===== src/rtl/cmt_pkg.sv =====
package cmt_pkg;
  localparam int CNT_W     = 16;
  localparam int NUM_DIV   = 4;
  localparam int DIV_BASE  = 3;              // smallest divide is 2**3
  localparam int PRE_W     = DIV_BASE + 2 * (NUM_DIV - 1);

  typedef enum logic [1:0] {
    REG_CTRL  = 2'd0,
    REG_COUNT = 2'd1,
    REG_CMP   = 2'd2
  } reg_sel_e;

  localparam int RUN_BIT   = 0;
  localparam int SEL_LO    = 1;
  localparam int IEN_BIT   = 3;
  localparam int ROUTE_BIT = 4;
  localparam int FLAG_BIT  = 7;

  typedef struct packed {
    logic       flag;
    logic       route_dma;
    logic       irq_en;
    logic [1:0] clk_sel;
    logic       run;
  } ctrl_t;

  function automatic logic [CNT_W-1:0] pack_ctrl(input ctrl_t c);
    logic [CNT_W-1:0] w;
    w = '0;
    w[RUN_BIT]          = c.run;
    w[SEL_LO+1:SEL_LO]  = c.clk_sel;
    w[IEN_BIT]          = c.irq_en;
    w[ROUTE_BIT]        = c.route_dma;
    w[FLAG_BIT]         = c.flag;
    return w;
  endfunction

  // counter value after one tick: wrap to zero once compare was reached
  function automatic logic [CNT_W-1:0] next_count(input logic [CNT_W-1:0] cur,
                                                  input logic [CNT_W-1:0] cmp);
    return (cur == cmp) ? '0 : cur + 1'b1;
  endfunction

  // flag update: a set wins over any clear
  function automatic logic next_flag(input logic cur, input logic set,
                                     input logic clr);
    return set ? 1'b1 : (clr ? 1'b0 : cur);
  endfunction
endpackage


===== src/rtl/cmt_prescaler.sv =====
module cmt_prescaler
  import cmt_pkg::*;
(
  input  logic               clk_i,
  input  logic               rst_ni,
  output logic [NUM_DIV-1:0] tick_o
);
  logic [PRE_W-1:0] div_q;

  always_ff @(posedge clk_i) begin
    if (!rst_ni) div_q <= '0;
    else         div_q <= div_q + 1'b1;
  end

  for (genvar k = 0; k < NUM_DIV; k++) begin : g_tick
    localparam int HI = DIV_BASE + 2 * k - 1;
    assign tick_o[k] = &div_q[HI:0];
  end

  // a slower tick always coincides with the fastest one
  nested_tick_chk: assert property (@(posedge clk_i) disable iff (!rst_ni)
    tick_o[NUM_DIV-1] |-> tick_o[0]);
endmodule


===== src/rtl/cmt_channel.sv =====
module cmt_channel
  import cmt_pkg::*;
(
  input  logic               clk_i,
  input  logic               rst_ni,
  input  logic [NUM_DIV-1:0] tick_i,
  input  logic               wr_ctrl_i,
  input  logic               wr_count_i,
  input  logic               wr_cmp_i,
  input  logic [CNT_W-1:0]   wdata_i,
  input  logic               dma_ack_i,
  output logic [CNT_W-1:0]   ctrl_o,
  output logic [CNT_W-1:0]   count_o,
  output logic [CNT_W-1:0]   cmp_o,
  output logic               irq_o,
  output logic               dma_req_o
);
  ctrl_t            ctrl_q;
  logic [CNT_W-1:0] count_q, cmp_q;
  logic             irq_q, dma_q;

  // named internal events
  logic step_evt, match_evt, sw_clr_evt, hw_clr_evt, req_level;

  assign step_evt   = ctrl_q.run & tick_i[ctrl_q.clk_sel] & ~wr_count_i;
  assign match_evt  = step_evt & (count_q == cmp_q);
  assign sw_clr_evt = wr_ctrl_i & ~wdata_i[FLAG_BIT];
  assign hw_clr_evt = dma_ack_i;
  assign req_level  = ctrl_q.flag & ctrl_q.irq_en;

  always_ff @(posedge clk_i) begin
    if (!rst_ni) begin
      ctrl_q  <= '0;
      count_q <= '0;
      cmp_q   <= '0;
      irq_q   <= 1'b0;
      dma_q   <= 1'b0;
    end else begin
      if (wr_ctrl_i) begin
        ctrl_q.run       <= wdata_i[RUN_BIT];
        ctrl_q.clk_sel   <= wdata_i[SEL_LO+1:SEL_LO];
        ctrl_q.irq_en    <= wdata_i[IEN_BIT];
        ctrl_q.route_dma <= wdata_i[ROUTE_BIT];
      end
      ctrl_q.flag <= next_flag(ctrl_q.flag, match_evt, sw_clr_evt | hw_clr_evt);
      if (wr_count_i)    count_q <= wdata_i;
      else if (step_evt) count_q <= next_count(count_q, cmp_q);
      if (wr_cmp_i)      cmp_q <= wdata_i;
      irq_q <= req_level & ~ctrl_q.route_dma;
      dma_q <= req_level &  ctrl_q.route_dma;
    end
  end

  assign ctrl_o    = pack_ctrl(ctrl_q);
  assign count_o   = count_q;
  assign cmp_o     = cmp_q;
  assign irq_o     = irq_q;
  assign dma_req_o = dma_q;


  match_wraps_chk: assert property (@(posedge clk_i) disable iff (!rst_ni)
    match_evt |=> (count_q == '0) && ctrl_q.flag);

  flag_sticky_chk: assert property (@(posedge clk_i) disable iff (!rst_ni)
    ctrl_q.flag && !sw_clr_evt && !hw_clr_evt |=> ctrl_q.flag);

  hold_when_stopped_chk: assert property (@(posedge clk_i) disable iff (!rst_ni)
    !ctrl_q.run && !wr_count_i |=> $stable(count_q));

  exclusive_req_chk: assert property (@(posedge clk_i) disable iff (!rst_ni)
    !(irq_o && dma_req_o));

  irq_needs_flag_chk: assert property (@(posedge clk_i) disable iff (!rst_ni)
    irq_o |-> $past(ctrl_q.flag) && !$past(ctrl_q.route_dma));

  ack_clear_chk: assert property (@(posedge clk_i) disable iff (!rst_ni)
    hw_clr_evt && !match_evt |=> !ctrl_q.flag);

  count_write_chk: assert property (@(posedge clk_i) disable iff (!rst_ni)
    wr_count_i |=> count_q == $past(wdata_i));
endmodule


===== src/rtl/cmt_top.sv =====
module cmt_top
  import cmt_pkg::*;
#(
  parameter int NUM_CH = 2,
  parameter int CH_W   = (NUM_CH > 1) ? $clog2(NUM_CH) : 1,
  parameter int ADDR_W = CH_W + 2
) (
  input  logic              clk_i,
  input  logic              rst_ni,
  input  logic [ADDR_W-1:0] bus_addr_i,
  input  logic              bus_we_i,
  input  logic [CNT_W-1:0]  bus_wdata_i,
  output logic [CNT_W-1:0]  bus_rdata_o,
  input  logic [NUM_CH-1:0] dma_ack_i,
  output logic [NUM_CH-1:0] irq_o,
  output logic [NUM_CH-1:0] dma_req_o
);
  logic [NUM_DIV-1:0] tick;
  logic [CH_W-1:0]    ch_sel;
  logic [1:0]         reg_sel;
  logic [CNT_W-1:0]   ctrl_rd  [NUM_CH];
  logic [CNT_W-1:0]   count_rd [NUM_CH];
  logic [CNT_W-1:0]   cmp_rd   [NUM_CH];

  assign ch_sel  = bus_addr_i[ADDR_W-1:2];
  assign reg_sel = bus_addr_i[1:0];

  cmt_prescaler u_pre (
    .clk_i  (clk_i),
    .rst_ni (rst_ni),
    .tick_o (tick)
  );

  for (genvar c = 0; c < NUM_CH; c++) begin : g_ch
    logic hit;
    assign hit = bus_we_i && (ch_sel == CH_W'(c));
    cmt_channel u_ch (
      .clk_i      (clk_i),
      .rst_ni     (rst_ni),
      .tick_i     (tick),
      .wr_ctrl_i  (hit && reg_sel == REG_CTRL),
      .wr_count_i (hit && reg_sel == REG_COUNT),
      .wr_cmp_i   (hit && reg_sel == REG_CMP),
      .wdata_i    (bus_wdata_i),
      .dma_ack_i  (dma_ack_i[c]),
      .ctrl_o     (ctrl_rd[c]),
      .count_o    (count_rd[c]),
      .cmp_o      (cmp_rd[c]),
      .irq_o      (irq_o[c]),
      .dma_req_o  (dma_req_o[c])
    );
  end

  always_comb begin
    bus_rdata_o = '0;
    for (int c = 0; c < NUM_CH; c++) begin
      if (ch_sel == CH_W'(c)) begin
        case (reg_sel)
          REG_CTRL:  bus_rdata_o = ctrl_rd[c];
          REG_COUNT: bus_rdata_o = count_rd[c];
          REG_CMP:   bus_rdata_o = cmp_rd[c];
          default:   bus_rdata_o = '0;
        endcase
      end
    end
  end


  reset_quiet_chk: assert property (@(posedge clk_i)
    !rst_ni |=> (irq_o == '0) && (dma_req_o == '0));
endmodule


===== config.mk =====
export PLATFORM = sky130hd
export DESIGN_NAME = cmt_top
export DESIGN_NICKNAME = d
export VERILOG_FILES = /design/src/rtl/cmt_pkg.sv /design/src/rtl/cmt_prescaler.sv /design/src/rtl/cmt_channel.sv /design/src/rtl/cmt_top.sv
export SDC_FILE = /design/constraint.sdc
export NUM_CORES = 1
export LEC_CHECK = 0
export BUFFER_PORTS_ARGS = -buffer_cell sky130_fd_sc_hd__buf_2
export CAP_MARGIN = 20
export CORE_ASPECT_RATIO = 0.5
export CORE_MARGIN = 5
export CORE_UTILIZATION = 55
export CTS_BUF_LIST = sky130_fd_sc_hd__clkbuf_4 sky130_fd_sc_hd__clkbuf_8
export CTS_CLUSTER_SIZE = 14
export DETAILED_ROUTE_END_ITERATION = 6
export GPL_TIMING_DRIVEN = 0
export MAX_ROUTING_LAYER = met4
export PLACE_DENSITY = 0.74
export SLEW_MARGIN = 40
export SYNTH_ARGS = -nofsm -noshare
export SYNTH_HDL_FRONTEND = slang
export SYNTH_SLANG_ARGS = --single-unit

===== constraint.sdc =====
create_clock -name clk_i -period 2.3 [get_ports clk_i]
set_input_delay 0 -clock clk_i [delete_from_list [all_inputs] [get_ports clk_i]]
set_output_delay 0 -clock clk_i [all_outputs]
set_load 0.01 [all_outputs]

==> impl_metrics.json <==
{
  "cts_max_level": 3,
  "start_util_pct": 56.0,
  "antenna_found_initial": 0,
  "drtPass1Iterations": 5,
  "start_kind": "flip-flop",
  "drc": 0,
  "hold_slack_ps": 35.0,
  "tightest_slew_ps": 759,
  "clock_latency_ps": 380,
  "syn_avg_cell_area_um2": 7.88,
  "cp.required_ps": 2540,
  "async_flop_share_pct": 0,
  "finalCritPeriodShare_pct": 94.3,
  "clockRootBuffer": "clkbuf_8",
  "ys.flop_type": "dfxtp_1",
  "finalMaxSlewViolations": 0,
  "ys_top_cells_by_area": "dfxtp_1 34%, a21oi_1 7.5%, nand2_1 6.7%",
  "wl_per_cell_um": 18.7,
  "wirelength_mm": 16.2,
  "crit_type": "flip-flop to flip-flop",
  "synth_nets": 695,
  "routed_via_density": 6.24,
  "clk_transition_reported_paths_ps": 100,
  "p_leak_nw": 2.31,
  "cp_top_family": "compound AO/OA/AOI/OAI gates",
  "ys_seq_elements": 89,
  "setup-tns-final_ps": 0,
  "clock-sinks": 89,
  "pin_count": 44,
  "routed-via-count": 5401,
  "fin_crit_ps": 2170,
  "seq_area_frac_synth_pct": 34.0,
  "place_congestion": 0.969,
  "fill_cells": 800,
  "path_cells": "ha_2 > nand3_4 > nor3_2 > ha_1 > nand2_1 > o311ai_1 > a31oi_4 > buf_4 > a32oi_1 > a21oi_1",
  "syn_to_final_growth_pct": 15.4,
  "cts.path.max_buffers": 2,
  "io_buffers": 42,
  "netlist.area_leader.share_pct": 34.0,
  "die_w_um": 148,
  "cts_buffers": 9,
  "grt_pass1_wl_mm": 25.9,
  "grt_pass1_vias": 4906,
  "design.core.area_um2": 9350,
  "max-vdd-ir-drop_mv": 0.290,
  "drive_gt1_share_pct": 16.0,
  "max-cap-violations": 0,
  "syn_area_um2": 5240,
  "rows": 25,
  "hold_class": "input port to flip-flop",
  "synth-edff-count": 0,
  "cts_tree": "yes",
  "ant_nets": 0,
  "clock.fmax_mhz": 461,
  "grt_max_degree": 17,
  "die_h_um": 79.0,
  "overflow": 0,
  "seq_area_um2": 1780,
  "dieArea_um2": 11700,
  "p_per_area_nw_per_um2": 522,
  "final_hold_viol_count": 0,
  "slowest_delay_ps": 370,
  "fin_skew_ps": 14.6,
  "crit_fanout": 10,
  "relSlewSlack_pct": 49.4,
  "synth_cell_types": 61,
  "cp_num_buf_inv": 1,
  "dp_hpwl_mm": 11.9,
  "final_nets": 770,
  "rsz0062_at_grt": "false",
  "endpoint_kind": "flip-flop",
  "slowest_stage": "dfxtp_1",
  "status": "finished clean",
  "yosys.area.top_type": "dfxtp_1",
  "grt_usage_pct": 28.8,
  "antenna_cells": 0,
  "syn-instance-count": 665,
  "multi_input_area_um2": 3120,
  "cp.arrival_ps": 2410,
  "drt_iter0_markers": 602,
  "yosysWarnings": 0,
  "setup_viol": 0
}
[synth_stat cells (3+ instances only)]
cell      instances
nand2_1          94
dfxtp_1          89
a21oi_1          79
xor2_1           39
a22oi_1          37
nor2_1           35
clkbuf_1         34
nand3_1          28
buf_2            20
nand4_1          18
nor4_1           17
o21ai_0          15
inv_1            14
mux2i_1          14
a221oi_1         10
and2_1            9
o211ai_1          9
a31oi_1           8
nor2b_1           8
ha_1              6
nor3_1            6
buf_4             5
o22ai_1           5
o31a_1            5
xnor2_1           5
nand3b_1          4
a21oi_2           3
a32oi_1           3
and3_1            3
buf_6             3
o211ai_2          3
or3_1             3
[repair_timing]
action,in CTS,in global routing
setup endpoints to repair,14,31
hold buffers,18,0
resized for setup,3,9
hold endpoints to repair,51,0
pin swaps,0,4
setup buffers,0,4
[kinds of logic after synthesis]
family / share of synthesized area (%)
AOI/OAI and AO/OA: 24.4
xor gates and xnor gates: 7.36
adders and majority gates: 1.43
buffers and inverters: 7.24
DFF: 34.0
muxes: 2.68
and+or+nand+nor: 22.9
[final timing paths]
kind                  start                       end  slack [ps]  cells past startpoint
max          u_pre.div_q[1]  g_ch[1].u_ch.count_o[12]         130                     10
min            dma_ack_i[1]    g_ch[1].u_ch.ctrl_o[7]          30                      4
max reg2reg  u_pre.div_q[1]  g_ch[1].u_ch.count_o[12]         130                     10
min reg2reg  u_pre.div_q[0]            u_pre.div_q[0]         440                      1
[registers in the layout (all words and copies together) (netlist names)]
register,cells
g_ch.u_ch.ctrl_o,12
g_ch.u_ch.cmp_o,32
g_ch.u_ch.irq_o,2
g_ch.u_ch.dma_req_o,2
u_pre.div_q,9
g_ch.u_ch.count_o,32
[stage by stage]
| step | utilization [%] | setup slack (ps) | cells | total power (W) | area [um2] |
|---|---|---|---|---|---|
| CTS | 63.9 | 16.8 | 862 | 0.00314 | 5980 |
| detailed placement | 59.9 | -87.7 | 828 | 0.00207 | 5600 |
| finish | 64.6 | 130 | 866 | 0.00316 | 6040 |
| global placement | 59.9 | -47.0 | 828 | 0.00206 | 5600 |
| global route | 64.6 | 4.20 | 866 | 0.00328 | 6040 |
| floorplan | - | 301 | 665 | 0.00190 | 5240 |
[cell usage in the layout (no fill, tap or decap), types with 9 or more instances in the layout]
cell / count
clkbuf_8: 10
a221oi_1: 10
a21oi_1: 79
buf_4: 11
clkbuf_1: 33
buf_2: 60
o21ai_0: 15
xor2_1: 39
nand4_1: 18
nor2_1: 35
a22oi_1: 37
inv_1: 14
dlygate4sd3_1: 18
and2_1: 9
mux2i_1: 13
o211ai_1: 9
dfxtp_1: 88
nand2_1: 94
nor4_1: 15
nand3_1: 28
[layout make-up]
class	count	area share [%]
buffer	65	5.44
clock buffer	10	2.28
clock inverter	6	0.828
inverter	15	0.931
multi-input combinational	496	51.6
sequential	89	29.5
tap	121	2.50
timing repair buffer	64	6.96
[tightest hold or removal path, delay by kind of cell]
family,cells,cell delay (ps)
AOI/OAI and AO/OA,2,250
buffers and inverters,2,110
[layer usage]
metal | part of all wire, % | wire length [um] | GRT usage [%]
met5 | 0 | 0 | -
met4 | 1.6 | 263 | 7.56
met3 | 9.2 | 1480 | 5.25
met2 | 41 | 6600 | 40.5
met1 | 48 | 7810 | 42.4
[where the power goes]
group / internal, W / leakage [nW] / switching (W)
clock network: 0.000436 / 0.0899 / 0.000637
logic: 0.000164 / 1.50 / 0.000316
registers: 0.00157 / 0.720 / 0.0000327
Power figures use the tool's default switching activity.
